`src/rtl/win_energy_sampler.sv`:
```
module win_energy_sampler #(
  parameter int CW   = 16,
  parameter int WINW = 16,
  parameter int CFW  = 16,
  parameter int EW   = 40
) (
  input  logic              clk,
  input  logic              rst_n,
  input  logic [WINW-1:0]   win_len,
  input  logic [3:0]        state_req,
  input  logic [5:0]        ev_strobe,
  input  logic [4*CFW-1:0]  coef_sta,
  input  logic [4*CFW-1:0]  coef_dyn,
  input  logic [6*CFW-1:0]  ev_cost,
  output logic              snap_valid,
  output logic [4*CW-1:0]   snap_state,
  output logic [6*CW-1:0]   snap_event,
  output logic [EW-1:0]     snap_energy,
  output logic              snap_ovf
);
  localparam int NS = 4;
  localparam int NE = 6;
  localparam logic [CW-1:0] CMAX = '1;

  logic [WINW-1:0] wcnt;
  logic [CW-1:0]   st_cnt [NS];
  logic [CW-1:0]   ev_cnt [NE];
  logic [CW-1:0]   st_nxt [NS];
  logic [CW-1:0]   ev_nxt [NE];
  logic [EW-1:0]   e_acc, e_add, e_nxt;
  logic [EW:0]     e_sum;
  logic            ovf_acc, sat_hit, ovf_nxt;
  logic [NS-1:0]   st_inc;
  logic            last;

  assign last = (win_len <= WINW'(1)) || (wcnt >= win_len - WINW'(1));

  always_comb begin
    st_inc = '0;
    if (state_req[3])      st_inc[3] = 1'b1;
    else if (state_req[2]) st_inc[2] = 1'b1;
    else if (state_req[1]) st_inc[1] = 1'b1;
    else if (state_req[0]) st_inc[0] = 1'b1;
  end

  always_comb begin
    sat_hit = 1'b0;
    e_add   = '0;
    for (int i = 0; i < NS; i++) begin
      st_nxt[i] = (st_inc[i] && st_cnt[i] != CMAX) ? st_cnt[i] + CW'(1) : st_cnt[i];
      if (st_inc[i]) begin
        if (st_cnt[i] == CMAX) sat_hit = 1'b1;
        e_add = e_add + EW'(coef_sta[i*CFW +: CFW]) + EW'(coef_dyn[i*CFW +: CFW]);
      end
    end
    for (int j = 0; j < NE; j++) begin
      ev_nxt[j] = (ev_strobe[j] && ev_cnt[j] != CMAX) ? ev_cnt[j] + CW'(1) : ev_cnt[j];
      if (ev_strobe[j]) begin
        if (ev_cnt[j] == CMAX) sat_hit = 1'b1;
        e_add = e_add + EW'(ev_cost[j*CFW +: CFW]);
      end
    end
  end

  assign e_sum   = {1'b0, e_acc} + {1'b0, e_add};
  assign e_nxt   = e_sum[EW] ? '1 : e_sum[EW-1:0];
  assign ovf_nxt = ovf_acc | sat_hit | e_sum[EW];

  always_ff @(posedge clk) begin
    if (!rst_n) begin
      wcnt        <= '0;
      e_acc       <= '0;
      ovf_acc     <= 1'b0;
      snap_valid  <= 1'b0;
      snap_state  <= '0;
      snap_event  <= '0;
      snap_energy <= '0;
      snap_ovf    <= 1'b0;
      for (int i = 0; i < NS; i++) st_cnt[i] <= '0;
      for (int j = 0; j < NE; j++) ev_cnt[j] <= '0;
    end else begin
      snap_valid <= last;
      if (last) begin
        wcnt        <= '0;
        e_acc       <= '0;
        ovf_acc     <= 1'b0;
        snap_energy <= e_nxt;
        snap_ovf    <= ovf_nxt;
        for (int i = 0; i < NS; i++) begin
          snap_state[i*CW +: CW] <= st_nxt[i];
          st_cnt[i] <= '0;
        end
        for (int j = 0; j < NE; j++) begin
          snap_event[j*CW +: CW] <= ev_nxt[j];
          ev_cnt[j] <= '0;
        end
      end else begin
        wcnt    <= wcnt + WINW'(1);
        e_acc   <= e_nxt;
        ovf_acc <= ovf_nxt;
        for (int i = 0; i < NS; i++) st_cnt[i] <= st_nxt[i];
        for (int j = 0; j < NE; j++) ev_cnt[j] <= ev_nxt[j];
      end
    end
  end

  a_r1_reset_quiet: assert property (@(posedge clk) $past(!rst_n) |-> !snap_valid && snap_energy == '0);

  a_r2_single_strobe: assert property (@(posedge clk) disable iff (!rst_n)
    snap_valid |=> !snap_valid || $past(win_len) <= WINW'(1));

  a_r3_state_bound: assert property (@(posedge clk) disable iff (!rst_n)
    snap_valid && !snap_ovf |->
      (32'(snap_state[0 +: CW]) + 32'(snap_state[CW +: CW]) + 32'(snap_state[2*CW +: CW])
       + 32'(snap_state[3*CW +: CW])) <= ((win_len == '0) ? 32'd1 : 32'(win_len)));

  a_r5_zero_energy: assert property (@(posedge clk) disable iff (!rst_n)
    snap_valid && snap_state == '0 && snap_event == '0 |-> snap_energy == '0);

  a_r8_hold: assert property (@(posedge clk) disable iff (!rst_n)
    !snap_valid |-> $stable(snap_energy) && $stable(snap_state) && $stable(snap_event));
endmodule

```
`config.mk`:
```
export PLATFORM = sky130hd
export DESIGN_NAME = win_energy_sampler
export DESIGN_NICKNAME = d
export VERILOG_FILES = /design/src/rtl/win_energy_sampler.sv
export SDC_FILE = /design/constraint.sdc
export NUM_CORES = 1
export LEC_CHECK = 0
export BUFFER_PORTS_ARGS = -buffer_cell sky130_fd_sc_hd__buf_2
export CAP_MARGIN = 15
export CORE_MARGIN = 3
export CORE_UTILIZATION = 45
export DETAILED_ROUTE_END_ITERATION = 8
export MAX_ROUTING_LAYER = met4
export PLACE_DENSITY = 0.66
export SLEW_MARGIN = 20
export SYNTH_ARGS = -nofsm -noshare
export SYNTH_HDL_FRONTEND = slang
export SYNTH_SLANG_ARGS = --single-unit
```
`constraint.sdc`:
```
create_clock -name clk -period 26 [get_ports clk]
set_input_delay 1.3 -clock clk [delete_from_list [all_inputs] [get_ports clk]]
set_output_delay 1.3 -clock clk [all_outputs]
set_load 0.01 [all_outputs]
```
==> out/metrics.cfg <==
[placement]
gp_congestion = 0.9174
dp_worst_setup_slack_ns = 7.758
place_hpwl_um = 63810
port_buffers = 453
placedInstanceArea_sq_um = 33060
placedCellCount = 4700

[logic_synthesis]
postSynthCellCount = 3356
yosysMostFrequentCell = nor2_1
ys_warn_count = 0
synth_edf_count = 144
synth-main-ff-cell = dfxtp_1
syn_area_sq_um = 29500
async_reset_ff_frac = 0
synth_cell_types = 90
netlist_top_cells_count = 440 x nor2_1, 357 x nand2_1, 275 x dfxtp_1
yosysTopAreaCellShare = 0.1866
ys_top_cells_by_area = dfxtp_1 19%, edfxtp_1 15%, ha_1 9.3%
yosysTopAreaCell = dfxtp_1
ys_ff_latch = 419
yosysSeqAreaShare = 0.3332
avgSynthCellArea_sq_um = 8.789

[global_route]
grt_max_degree = 225
grt_pass1_wl_um = 126100
grt_pass1_vias = 24240
grt.total_usage = 0.2363
antenna_found_initial = 11
overflow = 0

[flow_run]
maxCapViolCount = 0

[clock_tree]
cts_buffers = 44
htree_levels = 2
worstSkewPairLatency_ns = 0.56
clkTransAtPathRegs_ns = 0.06
postCtsSetupBuffers = 0
cts_tree = done
cts.sinks = 419
cts_resized = 0
cts_hold_buffers = 0
ctsLongestPathBuffers = 3
cts_root_buffer = clkbuf_16

[floorplanning]
die_y_um = 262.0
start_util = 0.4559
rows = 93
num_io_pins = 454
fp.dieW_um = 262.0
dieArea_sq_um = 68660
design.core.area_sq_um = 64700

[cells_and_area]
fin_nets = 4422
stdcell_count = 4790
fin_area_sq_um = 34510
drive_above_1_share = 0.1572
fill_cells = 6179
syn_to_final_growth_pct = 17.01

[worst_setup_path]
arrival_ns = 18.26
critPathKind = in2reg
rrSetupSlack_ns = 20.92
r2r_cells = 14
end_kind = register
critPathMaxStageDelay_ns = 0.86
r2r_start = wcnt[1]$_SDFF_PN0_
r2r_end = st_cnt[1][5]$_SDFFCE_PN0P_
cp_max_fo = 27
startpoint_type = input pin
crit_top_cell = ha_1
required_ns = 26.45
cp_slowest_cell = nor3_2

[worst_hold_path]
hold_path_class = reg2reg
hold_start = snap_event[88]$_SDFFE_PN0N_
hold_depth = 2
min_to = snap_event[88]$_SDFFE_PN0N_

[status]
outcome = completed

[timing]
worst_pin_slew_ns = 1.091
maxSlewViolCount = 0
finalSetupViolations = 0
fin_tns_setup_ns = 0
fin_crit_ns = 17.81
layout_setup_ws_ns = 8.190
min_period_over_period = 0.6850
rsz0062_at_grt = false
hold_viol = 0
finClkSkew_ns = 0.02121
max_freq_mhz = 56.15
slew_headroom = 0.2635

[drt]
drtIter0Drc = 1418
via_count = 25433
wl_per_cell_um = 16.94
drtPass1Iterations = 5
finalWirelength_um = 81160
viasPerCell = 5.310
drc_errors = 0
ant_nets = 0

[pwr]
power_density_nw_per_um2 = 109.3
p_leak_nw = 17.65
peakVddDrop_uv = 103.7

[critical path, delay by kind of cell]
family | cells | cell delay, ns
adder cells (fa/ha/maj) | 13 | 4.47
XOR/XNOR | 6 | 0.97
AND/OR/NAND/NOR | 27 | 5.12
AO/OA/AOI/OAI | 27 | 5.27
multiplexers | 2 | 0.28
buffers and inverters | 5 | 0.81
[how the worst max path moves through the flow]
| stage | from | to | slack, ns | cells after the start |
|---|---|---|---|---|
| floorplan | coef_sta[1] | snap_ovf$_SDFFE_PN0N_ | 9.60 | 81 |
| global placement | state_req[3] | snap_energy[5]$_SDFFE_PN0N_ | 8.11 | 80 |
| detailed placement | state_req[3] | snap_energy[12]$_SDFFE_PN0N_ | 7.76 | 80 |
| CTS | state_req[3] | snap_energy[12]$_SDFFE_PN0N_ | 8.28 | 80 |
| global route | state_req[3] | snap_energy[12]$_SDFFE_PN0N_ | 6.70 | 80 |
| finish | state_req[3] | snap_energy[12]$_SDFFE_PN0N_ | 8.19 | 80 |
[state kept, by name, indices dropped and copies added, names as in the netlist]
signal,flops
snap_event,96
st_cnt,64
e_acc,40
snap_state,64
ovf_acc,1
snap_ovf,1
snap_energy,40
wcnt,16
snap_valid,1
ev_cnt,96
[cells by family (layout without fill, tap and decap cells)]
family / Yosys count / after routing / share of synthesized area
buffers and inverters: 287 / 707 / 0.03703
adder cells (fa/ha/maj): 279 / 279 / 0.1334
other: 2 / 161 / 0.0002546
XOR/XNOR: 326 / 326 / 0.09756
AND/OR/NAND/NOR: 1198 / 1198 / 0.1806
multiplexers: 58 / 58 / 0.02155
AO/OA/AOI/OAI: 787 / 787 / 0.1964
flip-flops: 419 / 419 / 0.3332
[where the power goes]
part	switching [W]	leakage [nW]	total [W]	internal (W)
registers	0.0000197	3.69	0.000737	0.000717
logic	0.00135	13.3	0.00242	0.00106
clock network	0.000263	0.701	0.000619	0.000356
total	0.00164	17.6	0.00377	0.00214
[area by class of cell]
class / count / area, sq um / area share
Antenna cell: 10 / 25.02 / 0.0007250
Clock buffer: 62 / 1324 / 0.03835
Clock inverter: 18 / 105.1 / 0.003045
Inverter: 160 / 600.6 / 0.01740
Multi-Input combinational cell: 2799 / 19170 / 0.5554
Sequential cell: 419 / 9829 / 0.2848
Tap cell: 855 / 1070 / 0.03100
Timing Repair Buffer: 467 / 2391 / 0.06928
[layout by cell type (no fill, tap or decap), types with 13 or more instances in the layout]
master       n
or3_1       20
ha_1       220
nand2_1    356
conb_1     151
mux2_2      33
a21oi_1    167
o21bai_1    20
fa_1        59
o31a_1      13
or2_2       13
nand3_1    123
and3_1      41
o31ai_1     18
nand4_1     39
dfxtp_1    275
buf_4       13
nor2b_1     28
nand2b_1    33
xnor2_1    164
nor2_1     440
xor2_1     159
inv_1      156
o21ai_0    120
and2_1      29
edfxtp_1   144
o211a_1    180
o21a_1      46
nor3_1      48
mux2i_1     23
clkbuf_16   48
buf_2      452
a21o_1      78
[routing by layer]
metal | routed length [um] | vias to the layer above | GRT usage
met5 | 0 | - | -
met1 | 35760 | 11916 | 0.3006
met4 | 2193 | 0 | 0.06769
met3 | 5450 | 119 | 0.04394
li1 | - | 12800 | -
met2 | 37750 | 598 | 0.3853
[through the flow]
step                total power [W]  hold slack, ns  utilization
floorplan                  0.002686          0.4411            -
global placement           0.003115          0.4424       0.5110
detailed placement         0.003135          0.4500       0.5110
CTS                        0.003774          0.4606       0.5331
global route               0.004126          0.4788       0.5335
finish                     0.003773          0.4603       0.5335
Note: power is estimated with default switching activity, not from simulation.
